### config.mk
export PLATFORM = sky130hd
export DESIGN_NAME = gpio_edge_irq
export DESIGN_NICKNAME = d
export VERILOG_FILES = /design/src/rtl/gpio_edge_pkg.sv /design/src/rtl/gpio_in_sync.sv /design/src/rtl/gpio_edge_det.sv /design/src/rtl/gpio_regs.sv /design/src/rtl/gpio_edge_irq.sv
export SDC_FILE = /design/constraint.sdc
export NUM_CORES = 1
export LEC_CHECK = 0
export BUFFER_PORTS_ARGS = -buffer_cell sky130_fd_sc_hd__clkbuf_2
export CAP_MARGIN = 0
export CORE_ASPECT_RATIO = 1.5
export CORE_UTILIZATION = 45
export CTS_CLUSTER_DIAMETER = 120
export DETAILED_ROUTE_END_ITERATION = 6
export PLACE_DENSITY = 0.72
export SETUP_SLACK_MARGIN = 0.15
export SKIP_LAST_GASP = 1
export SYNTH_ARGS = -nofsm -noshare
export SYNTH_HDL_FRONTEND = slang
export SYNTH_SLANG_ARGS = --single-unit
### constraint.sdc
create_clock -name clk -period 4.2 [get_ports clk]
set_input_delay 0.84 -clock clk [delete_from_list [all_inputs] [get_ports clk]]
set_output_delay 0.84 -clock clk [all_outputs]
set_load 0.02 [all_outputs]
### src/rtl/gpio_edge_pkg.sv
package gpio_edge_pkg;
    // word index = byte address bits [4:2]
    typedef enum logic [2:0] {
        WSEL_LEVEL    = 3'd0,
        WSEL_IN_EN    = 3'd1,
        WSEL_OUT_EN   = 3'd2,
        WSEL_OUT_VAL  = 3'd3,
        WSEL_RISE_ARM = 3'd4,
        WSEL_RISE_PND = 3'd5,
        WSEL_FALL_ARM = 3'd6,
        WSEL_FALL_PND = 3'd7
    } wsel_e;
endpackage

### src/rtl/gpio_in_sync.sv
module gpio_in_sync #(
    parameter int NPIN = 32
) (
    input  logic            clk,
    input  logic            rst_n,
    input  logic [NPIN-1:0] raw_i,
    output logic [NPIN-1:0] sync_o
);
    typedef struct packed {
        logic [NPIN-1:0] stage1;
        logic [NPIN-1:0] stage2;
    } sync_t;

    sync_t st_d, st_q;

    always_comb begin
        st_d.stage1 = raw_i;
        st_d.stage2 = st_q.stage1;
    end

    always_ff @(posedge clk or negedge rst_n) begin
        if (!rst_n) st_q <= '0;
        else        st_q <= st_d;
    end

    assign sync_o = st_q.stage2;
endmodule

### src/rtl/gpio_edge_det.sv
module gpio_edge_det #(
    parameter int NPIN = 32
) (
    input  logic            clk,
    input  logic            rst_n,
    input  logic [NPIN-1:0] level_i,
    input  logic [NPIN-1:0] enable_i,
    output logic [NPIN-1:0] rise_o,
    output logic [NPIN-1:0] fall_o
);
    logic [NPIN-1:0] prev_d, prev_q;

    // prev follows the ungated level so toggling enable makes no edge
    always_comb begin
        prev_d = level_i;
        rise_o = level_i & ~prev_q & enable_i;
        fall_o = ~level_i & prev_q & enable_i;
    end

    always_ff @(posedge clk or negedge rst_n) begin
        if (!rst_n) prev_q <= '0;
        else        prev_q <= prev_d;
    end
endmodule

### src/rtl/gpio_regs.sv
module gpio_regs
    import gpio_edge_pkg::*;
#(
    parameter int NPIN   = 32,
    parameter int ADDR_W = 5
) (
    input  logic              clk,
    input  logic              rst_n,
    input  logic              wr_i,
    input  logic [ADDR_W-1:0] addr_i,
    input  logic [NPIN-1:0]   wdata_i,
    output logic [NPIN-1:0]   rdata_o,
    input  logic [NPIN-1:0]   level_i,
    input  logic [NPIN-1:0]   rise_evt_i,
    input  logic [NPIN-1:0]   fall_evt_i,
    output logic [NPIN-1:0]   in_en_o,
    output logic [NPIN-1:0]   out_en_o,
    output logic [NPIN-1:0]   out_val_o,
    output logic [NPIN-1:0]   rise_arm_o,
    output logic [NPIN-1:0]   fall_arm_o,
    output logic [NPIN-1:0]   rise_pnd_o,
    output logic [NPIN-1:0]   fall_pnd_o
);
    typedef struct packed {
        logic [NPIN-1:0] in_en;
        logic [NPIN-1:0] out_en;
        logic [NPIN-1:0] out_val;
        logic [NPIN-1:0] rise_arm;
        logic [NPIN-1:0] rise_pnd;
        logic [NPIN-1:0] fall_arm;
        logic [NPIN-1:0] fall_pnd;
    } regs_t;

    regs_t rg_d, rg_q;
    wsel_e sel;
    logic [NPIN-1:0] rise_clr, fall_clr;

    assign sel = wsel_e'(addr_i[4:2]);

    always_comb begin
        rg_d     = rg_q;
        rise_clr = '0;
        fall_clr = '0;
        if (wr_i) begin
            unique case (sel)
                WSEL_IN_EN:    rg_d.in_en    = wdata_i;
                WSEL_OUT_EN:   rg_d.out_en   = wdata_i;
                WSEL_OUT_VAL:  rg_d.out_val  = wdata_i;
                WSEL_RISE_ARM: rg_d.rise_arm = wdata_i;
                WSEL_FALL_ARM: rg_d.fall_arm = wdata_i;
                WSEL_RISE_PND: rise_clr      = wdata_i;
                WSEL_FALL_PND: fall_clr      = wdata_i;
                default:       ;
            endcase
        end
        // a fresh edge takes priority over a clear of the same bit
        rg_d.rise_pnd = (rg_q.rise_pnd & ~rise_clr) | rise_evt_i;
        rg_d.fall_pnd = (rg_q.fall_pnd & ~fall_clr) | fall_evt_i;
    end

    always_ff @(posedge clk or negedge rst_n) begin
        if (!rst_n) rg_q <= '0;
        else        rg_q <= rg_d;
    end

    always_comb begin
        unique case (sel)
            WSEL_LEVEL:    rdata_o = level_i & rg_q.in_en;
            WSEL_IN_EN:    rdata_o = rg_q.in_en;
            WSEL_OUT_EN:   rdata_o = rg_q.out_en;
            WSEL_OUT_VAL:  rdata_o = rg_q.out_val;
            WSEL_RISE_ARM: rdata_o = rg_q.rise_arm;
            WSEL_RISE_PND: rdata_o = rg_q.rise_pnd;
            WSEL_FALL_ARM: rdata_o = rg_q.fall_arm;
            WSEL_FALL_PND: rdata_o = rg_q.fall_pnd;
            default:       rdata_o = '0;
        endcase
    end

    assign in_en_o    = rg_q.in_en;
    assign out_en_o   = rg_q.out_en;
    assign out_val_o  = rg_q.out_val;
    assign rise_arm_o = rg_q.rise_arm;
    assign fall_arm_o = rg_q.fall_arm;
    assign rise_pnd_o = rg_q.rise_pnd;
    assign fall_pnd_o = rg_q.fall_pnd;
endmodule

### src/rtl/gpio_edge_irq.sv
module gpio_edge_irq #(
    parameter int NPIN   = 32,
    parameter int ADDR_W = 5
) (
    input  logic              clk,
    input  logic              rst_n,
    input  logic              bus_wr,
    input  logic [ADDR_W-1:0] bus_addr,
    input  logic [NPIN-1:0]   bus_wdata,
    output logic [NPIN-1:0]   bus_rdata,
    input  logic [NPIN-1:0]   pad_in,
    output logic [NPIN-1:0]   pad_out,
    output logic [NPIN-1:0]   pad_oe,
    output logic [NPIN-1:0]   irq
);
    logic [NPIN-1:0] level_s;
    logic [NPIN-1:0] rise_evt, fall_evt;
    logic [NPIN-1:0] in_en, rise_arm, fall_arm, rise_pnd, fall_pnd;

    gpio_in_sync #(.NPIN(NPIN)) u_sync (
        .clk    (clk),
        .rst_n  (rst_n),
        .raw_i  (pad_in),
        .sync_o (level_s)
    );

    gpio_edge_det #(.NPIN(NPIN)) u_edge (
        .clk      (clk),
        .rst_n    (rst_n),
        .level_i  (level_s),
        .enable_i (in_en),
        .rise_o   (rise_evt),
        .fall_o   (fall_evt)
    );

    gpio_regs #(.NPIN(NPIN), .ADDR_W(ADDR_W)) u_regs (
        .clk        (clk),
        .rst_n      (rst_n),
        .wr_i       (bus_wr),
        .addr_i     (bus_addr),
        .wdata_i    (bus_wdata),
        .rdata_o    (bus_rdata),
        .level_i    (level_s),
        .rise_evt_i (rise_evt),
        .fall_evt_i (fall_evt),
        .in_en_o    (in_en),
        .out_en_o   (pad_oe),
        .out_val_o  (pad_out),
        .rise_arm_o (rise_arm),
        .fall_arm_o (fall_arm),
        .rise_pnd_o (rise_pnd),
        .fall_pnd_o (fall_pnd)
    );

    assign irq = (rise_pnd & rise_arm) | (fall_pnd & fall_arm);
endmodule

# Word level (Yosys, flattened, before mapping)
# Cells that the tools add are included.
# Widths: inputs -> output; s select.
# word_totals
ff_bits,320
output_inout_bits,128
# op_classes
eq_ne,7
n_mux,5
n_bitwise,16
reduce_logical,6
# op_table
operator,count
$and 32x32->32,9
$pmux 32 s8,1
$mux 32,4
$not 32->32,4
$or 32x32->32,3
$eq 3x3->1 const B,4
$reduce_and 2->1,5
$eq 3x2->1 const B,2
$eq 3x1->1 const B,1
$logic_not 3->1,1

# Logic depth before layout (Yosys ltp)
# Gate-level depths: netlist of the first run.
# depth
word_depth,6
depth_mapped,6

# By module
# From an unflattened synthesis of the first run, not the netlist that was laid out.
# unflattened
hier_cells,975
area_unflattened_um2,13651.8
# modules_own_cells
mod,n_inst,cells_each,area_per_inst_um2,seq_area_each_um2
gpio_regs,1,783,10408.7,5605.4
gpio_in_sync,1,64,1601.5,1601.5
gpio_edge_det,1,96,1361.3,800.8
gpio_edge_irq,1,32,280.3,0.0

# Worst setup path after synthesis of the first run
# OpenSTA, ideal clock, no wires.
# synth_path
kind,input -> output
startpoint,input port bus_addr[4]
endpoint,output port bus_rdata[0]
arrival_time_ns,2.132
setup_slack_ns,1.228
cell_stages,6
path_buffers,3
path_cell_list,buf_2 > and3b_1 > clkbuf_1 > clkbuf_1 > a22oi_1 > a32oi_1
# synth_between
elab_chain_cells,2
word_cells_on_any_way,9
cone_classes,eq/ne (7); mux (1); reduce/logical (1)
# synth_rtl
element,line_no,text
from (decl),gpio_edge_irq.sv:8,"input logic [ADDR_W-1:0] bus_addr,"
$eq 3x3->1 (tied with other cells),gpio_regs.sv:67,unique case (sel)
$pmux 32 s8 *,gpio_regs.sv:67,
to (decl),gpio_edge_irq.sv:10,"output logic [NPIN-1:0] bus_rdata,"
# Every way passes the cells marked *; elsewhere a longest branch is shown, timed or not.

# Worst setup path in the final report of the first run
# layout_path
startpoint,input port bus_addr[2]
endpoint,output port bus_rdata[0]
# Same word-level chain as after synthesis.

==> metrics.md, run 1 <==
| Metric | Value |
|---|---|
| Num rows | 76 |
| Yosys reg bits | 320 |
| Worst-Skew Late Latency | 0.56 ns |
| Final WL | 34710 um |
| Sequential power share | 46.0% |
| Seq/Total Area, Yosys | 59.99% |
| Via count | 9432 |
| Post-CTS setup buffer count | 0 |
| Drt wl/cell | 21.37 um |
| CTS Buf Count | 30 |
| Die footprint | 30370 sq um |
| Required @ worst endpoint | 3.36 ns |
| Grt ovf | 0 |
| Tcrit/Tclk final | 85.99% |
| Pint | 6.176 mW |
| DIE WIDTH | 142.6 um |
| Final core occ | 55.03% |
| Worst setup path class | in -> out |
| Io pins | 200 |
| Sw frac | 29.93% |
| Filler cell count | 2460 |
| Most common cell after layout, fill and taps aside | dfrtp_1 |
| CP Data Arrival Time | 2.77 ns |
| Measured slew at the worst slew-check pin | 1.127 ns |
| First-pass iteration count of the detailed router | 5 |
| Synth Cell Area | 13350 sq um |
| Cts hold-fix bufs | 0 |
| CTS Sinks | 320 |
| DRC viols | 0 |
| Max cap viols | 0 |
| Largest net degree at the start of global routing | 107 |
| I/O Buffers | 197 |
| Worst slew margin | 24.46% |
| Clock buffer depth | 3 |
| Net Sw Power | 2.638 mW |
| Starting Density | 46.17% |
| Syn Inst Count | 1013 |
| Ys flop type | dfrtp_1 |
| HP Start | u_sync.st_d[16] |
| Synth unique cells | 35 |
| Outcome | completed |
| Peak supply drop | 0.3741 mV |
| First-pass GRT wire length | 53920 um |
| Register area | 8008 sq um |
| GRT Util Overall | 23.33% |
| Syn-to-layout area delta | 19.19% |
| Die height | 212.9 um |
| Final min period | 3.612 ns |
| Setup-failing EPs final | 0 |
| CTS tree | built |
| Vias per cell | 5.808 |
| Cts repair resizes | 0 |
| RSZ-0062 raised after global routing | false |
| Multi-input gate area | 4995 sq um |
| EDFF count, synth | 0 |
| Placed Area | 14840 sq um |
| Fmax | 276.9 MHz |
| Layout cells sized above 1 | 34.74% |
| Critical Path Source | bus_addr[2] |
| Most frequent cells in the layout | dfrtp_1 (320), clkbuf_2 (194), mux2_2 (141), nand2_1 (118), a22oi_1 (49) |
| Syn Nets | 1085 |
| Worst-path fanout max | 21 |
| GPL Wtd Cong | 0.8357 |
| Clock Skews | 0.008506 ns |
| Hold Vio Cnt, Final | 0 |
| Reg2reg start | u_regs.out_val_o[6] |
| Synth warn | 0 |
| Pleak | 7.107 nW |
| CP Launch Type | primary input |
| Final HPWL DP | 22020 um |
| Crit end category | output pin |
| Initial DRC Count | 605 |
| Initial antenna violation count | 2 |
| Hold Crit Class | reg -> reg |
| Setup_tns | 0 ns |
| Worst-path clk slew | 0.07 ns |
| Async SR Flop Fraction | 100.0% |
| Clk network pwr share | 32.6% |
| Post-route cell area | 15910 sq um |
| Antenna-violating nets left | 0 |
| Combinational fraction of design power | 21.5% |
| Power Dens Cells | 554.0 nW/um^2 |
| Core footprint | 28910 sq um |
| Nets@finish | 1281 |
| Root buffer cell | clkbuf_16 |
| Number of H-tree levels | 1 |
| Final Slew Violations | 0 |
| Synthesized area per cell | 13.18 sq um |
| Via count of the first global-routing pass | 9723 |
-- sequential cells by signal, summed over array words and instances, names as in the netlist --
| signal | count |
|---|---|
| u_edge.prev_q | 32 |
| u_regs.in_en_o | 32 |
| u_regs.rise_pnd_o | 32 |
| u_sync.sync_o | 32 |
| u_regs.fall_arm_o | 32 |
| u_sync.st_d | 32 |
| u_regs.rise_arm_o | 32 |
| u_regs.out_val_o | 32 |
| u_regs.fall_pnd_o | 32 |
| u_regs.out_en_o | 32 |
-- layer usage --
layer / track usage, % / vias up / wire, um
li1: - / 4163 / -
met4: 11.01 / 0 / 1281
met5: 0 / - / 0
met1: 29.99 / 4809 / 14180
met2: 38.22 / 374 / 16960
met3: 4.126 / 86 / 2289
-- cells in the mapped netlist, drive strengths merged (25+ instances only) --
cell	number	area, sq um
a22o	32	280.3
a21oi	25	125.1
dfrtp	320	8008
buf	42	235.2
o2bb2ai	48	420.4
inv	25	93.84
mux2	157	1768
a22oi	49	367.9
nand2	118	442.9
nand2b	27	168.9
mux2i	46	460.4
a211o	25	219.0
a32oi	25	219.0
-- per-stage QoR --
stage	worst slack, ns	cells	hold WS [ns]	power [mW]
2_1_floorplan	1.228	1013	0.3312	5.234
3_3_place_gp	0.6521	1567	0.3314	5.943
3_5_place_dp	0.6298	1567	0.3347	5.998
4_1_cts	0.6227	1622	0.3485	8.898
5_1_grt	0.5240	1624	0.3480	9.225
6_report	0.5885	1624	0.3412	8.813
-- cells by family after synthesis --
group | share of synthesized area [%]
compound gates | 14.82
buf+inv | 2.971
flops | 59.99
mux | 16.69
simple gates | 5.521
-- layout make-up --
type / count / share of cell area [%]
Timing Repair Buffer: 224 / 7.880
Inverter: 25 / 0.5899
Tap cell: 390 / 3.067
Clock inverter: 8 / 0.7550
Clock buffer: 47 / 5.946
Sequential cell: 320 / 50.33
Antenna cell: 2 / 0.03146
Multi-Input combinational cell: 608 / 31.40
-- worst max-delay path: stages --
cell	delay, ns
buf_4	0.12
nor3_2	0.88
buf_4	0.53
a32oi_1	0.18
clkbuf_2	0.19
-- power groups by stage --
stage / Combinational (mW) / Sequential [mW] / Clock (mW)
floorplan: 1.10 / 4.13 / 0
global placement: 1.86 / 4.08 / 0
detailed placement: 1.90 / 4.10 / 0
CTS: 1.91 / 4.05 / 2.95
global route: 2.03 / 4.12 / 3.07
finish: 1.89 / 4.05 / 2.87
-- path summary, 6_finish.rpt --
kind | to | slack (ns) | depth (start not counted)
max in group asynchronous | u_regs.in_en_o[22] | 2.98 | 2
min reg2reg | u_sync.sync_o[16] | 0.34 | 0
min in group asynchronous | u_sync.st_d[1] | 0.35 | 1
max | bus_rdata[0] | 0.59 | 5
min | u_sync.sync_o[16] | 0.34 | 0
max reg2reg | u_regs.out_val_o[6] | 3.33 | 1
No activity file was read; power rests on OpenSTA's default activity.
==> inputs of run 2 (changes only) <==
--- a/config.mk
+++ b/config.mk
@@ -12,6 +12,7 @@
 export CTS_CLUSTER_DIAMETER = 120
 export DETAILED_ROUTE_END_ITERATION = 6
 export PLACE_DENSITY = 0.72
+export RECOVER_POWER = 50
 export SETUP_SLACK_MARGIN = 0.15
 export SKIP_LAST_GASP = 1
 export SYNTH_ARGS = -nofsm -noshare
==> run 2 against run 1 <==
  * The run now ends with capacitance limit, slew limit left
  * Non-clock buffer count unchanged
  * Design area down 0.27%
  * Clock skew about the same
  * Routed wire length up 0.40%
  * Highest routed layer unchanged
==> metrics.md, run 2 (synthesized netlist as in run 1, its figures left out) <==
| Metric | Value |
|---|---|
| CP Capture Point | bus_rdata[0] |
| Antenna-violating nets left | 0 (unchanged) |
| Total power | 8.814 mW (about the same) |
| Most frequent cells in the layout | dfrtp_1 (320), clkbuf_2 (191), mux2_2 (141), nand2_1 (118), a22oi_1 (49) |
| Sequential power share | 46.0% (about the same) |
| CP Cell Sequence | buf_4 > nor3_2 > buf_4 > a32oi_1 > clkbuf_2 |
| Worst-path clk slew | 0.07 ns (about the same) |
| Worst-Skew Late Latency | 0.56 ns (about the same) |
| Syn-to-layout area delta | 18.87% |
| Post-CTS setup buffer count | 0 (unchanged) |
| Hold Vio Cnt, Final | 0 (unchanged) |
| Cts repair resizes | 0 (unchanged) |
| Starting Density | 46.17% (unchanged) |
| Worst reg2reg path endpoint | u_regs.out_val_o[6] |
| Worst setup path class | in -> out |
| Top cell by count, worst path | buf_4 |
| Core footprint | 28910 sq um (unchanged) |
| Pleak | 7.073 nW (-0.48%) |
| Max stage delay on crit path | 0.90 ns (+0.02 ns) |
| Final min period | 3.626 ns (+0.01472 ns) |
| Sw frac | 29.98% (+0.053 points) |
| Peak supply drop | 0.3737 mV (-0.11%) |
| FF-to-FF setup slack | 3.34 ns (about the same) |
| Drt wl/cell | 21.46 um (+0.40%) |
| Placed Area | 14840 sq um (unchanged) |
| Root buffer cell | clkbuf_16 |
| Pre-CTS WS | 0.6298 ns (unchanged) |
| Most common cell after layout, fill and taps aside | dfrtp_1 |
| Finished Layout Cells | 1624 (unchanged) |
| Initial DRC Count | 582 (-3.8%) |
| Final core occ | 54.89% (-0.15 points) |
| CTS Sinks | 320 (unchanged) |
| DRC viols | 0 (unchanged) |
| Num rows | 76 (unchanged) |
| Final Slew Violations | 106 (+106) |
| DIE WIDTH | 142.6 um (unchanged) |
| Hold Crit Class | reg -> reg |
| Net Sw Power | 2.643 mW (+0.19%) |
| RSZ-0062 raised after global routing | false |
| Die height | 212.9 um (unchanged) |
| Worst-path fanout max | 21 (unchanged) |
| Clock Skews | 0.008832 ns (+0.0003257 ns) |
| Setup_tns | 0 ns (unchanged) |
| Clock buffer depth | 3 (unchanged) |
| Critical Path Source | bus_addr[2] |
| Die footprint | 30370 sq um (unchanged) |
| Filler cell count | 2468 (+0.33%) |
| Crit end category | output pin |
| Hold Slack | 0.3410 ns (-0.0002130 ns) |
| Largest net degree at the start of global routing | 107 (unchanged) |
| First-pass GRT wire length | 53920 um (unchanged) |
| Placed instance count | 1567 (unchanged) |
| Worst slew margin | -78.30% (-100 points) |
| Max cap viols | 1 (+1) |
| FF-to-FF path depth | 1 (unchanged) |
| GRT Util Overall | 23.33% (unchanged) |
| Number of H-tree levels | 1 (unchanged) |
| I/O Buffers | 197 (unchanged) |
| Measured slew at the worst slew-check pin | 2.675 ns (+1.548 ns) |
| Pint | 6.172 mW (about the same) |
| Setup-failing EPs final | 0 (unchanged) |
| Layout cells sized above 1 | 34.09% (-0.65 points) |
| Post-route cell area | 15870 sq um (-0.27%) |
| Power Dens Cells | 555.5 nW/um^2 (+0.28%) |
| Io pins | 200 (unchanged) |
| Final HPWL DP | 22020 um (unchanged) |
| Clk network pwr share | 32.6% (about the same) |
| Fmax | 275.8 MHz (-0.41%) |
| Required @ worst endpoint | 3.36 ns (about the same) |
| Failing checks | capacitance limit, slew limit |
| Outcome | finished with violations |
| Register area | 8008 sq um (unchanged) |
| First-pass iteration count of the detailed router | 5 (unchanged) |
| CTS tree | built |
| CP Data Arrival Time | 2.79 ns (+0.02 ns) |
| Via count | 9433 (+0.011%) |
| Reg2reg start | u_regs.out_val_o[6] |
| Cts hold-fix bufs | 0 (unchanged) |
| Final WS setup | 0.5738 ns (-0.01472 ns) |
| Via count of the first global-routing pass | 9723 (unchanged) |
| CTS Buf Count | 30 (unchanged) |
| Initial antenna violation count | 2 (unchanged) |
| Nets@finish | 1281 (unchanged) |
| Combinational fraction of design power | 21.4% (about the same) |
| Vias per cell | 5.808 (about the same) |
| Tcrit/Tclk final | 86.34% (+0.35 points) |
| Slowest-stage cell, CP | nor3_2 |
| Final WL | 34850 um (+0.40%) |
| GPL Wtd Cong | 0.8357 (unchanged) |
| Grt ovf | 0 (unchanged) |
| CP Launch Type | primary input |
| Multi-input gate area | 4995 sq um (unchanged) |
run 2: cell types whose count changed in the layout (fill, tap and decap cells not counted):
cell      change
clkbuf_1      +8
buf_8         -1
clkbuf_2      -3
buf_12        -1
clkbuf_4      +1
buf_4         -4
run 2: worst min path at each step:
stage | startpoint | end | slack (ns) | cells past startpoint
after CTS | u_sync.st_d[16] | u_sync.sync_o[16] | 0.35 | 0
after global routing | u_sync.st_d[28] | u_sync.sync_o[28] | 0.35 | 0
final | u_sync.st_d[16] | u_sync.sync_o[16] | 0.34 | 0
after floorplan | u_sync.st_d[0] | u_sync.sync_o[0] | 0.33 | 0
after detailed placement | u_sync.st_d[16] | u_sync.sync_o[16] | 0.33 | 0
after global placement | u_sync.st_d[17] | u_sync.sync_o[17] | 0.33 | 0
run 2: power groups by stage:
stage               registers, mW  logic, mW  clock network (mW)
floorplan                    4.13       1.10                   0
global placement             4.08       1.86                   0
detailed placement           4.10       1.90                   0
CTS                          4.05       1.91                2.95
global route                 4.12       2.03                3.07
finish                       4.05       1.89                2.88
run 2: worst max-delay path: cells and delay by family:
kind	cells	cell delay [ns]
AO/OA/AOI/OAI	1	0.18
buffers and inverters	3	0.84
AND/OR/NAND/NOR	1	0.90
run 2: metal layers:
layer  GRT usage, %  share of wire, %  up-vias
met1          29.99                41     4831
met3          4.126               6.7       87
met2          38.22                49      351
met4          11.01               3.7        0
li1               -                 -     4164
met5              0                 0        -
run 2: final cells by class:
type | count | share of cell area [%]
diodes | 2 | 0.03154
clock buffers | 47 | 5.962
clock inverters | 8 | 0.7570
inverters | 25 | 0.5914
multi-input cells | 608 | 31.48
flip-flops and latches | 320 | 50.47
well taps | 390 | 3.075
repair buffers | 224 | 7.633
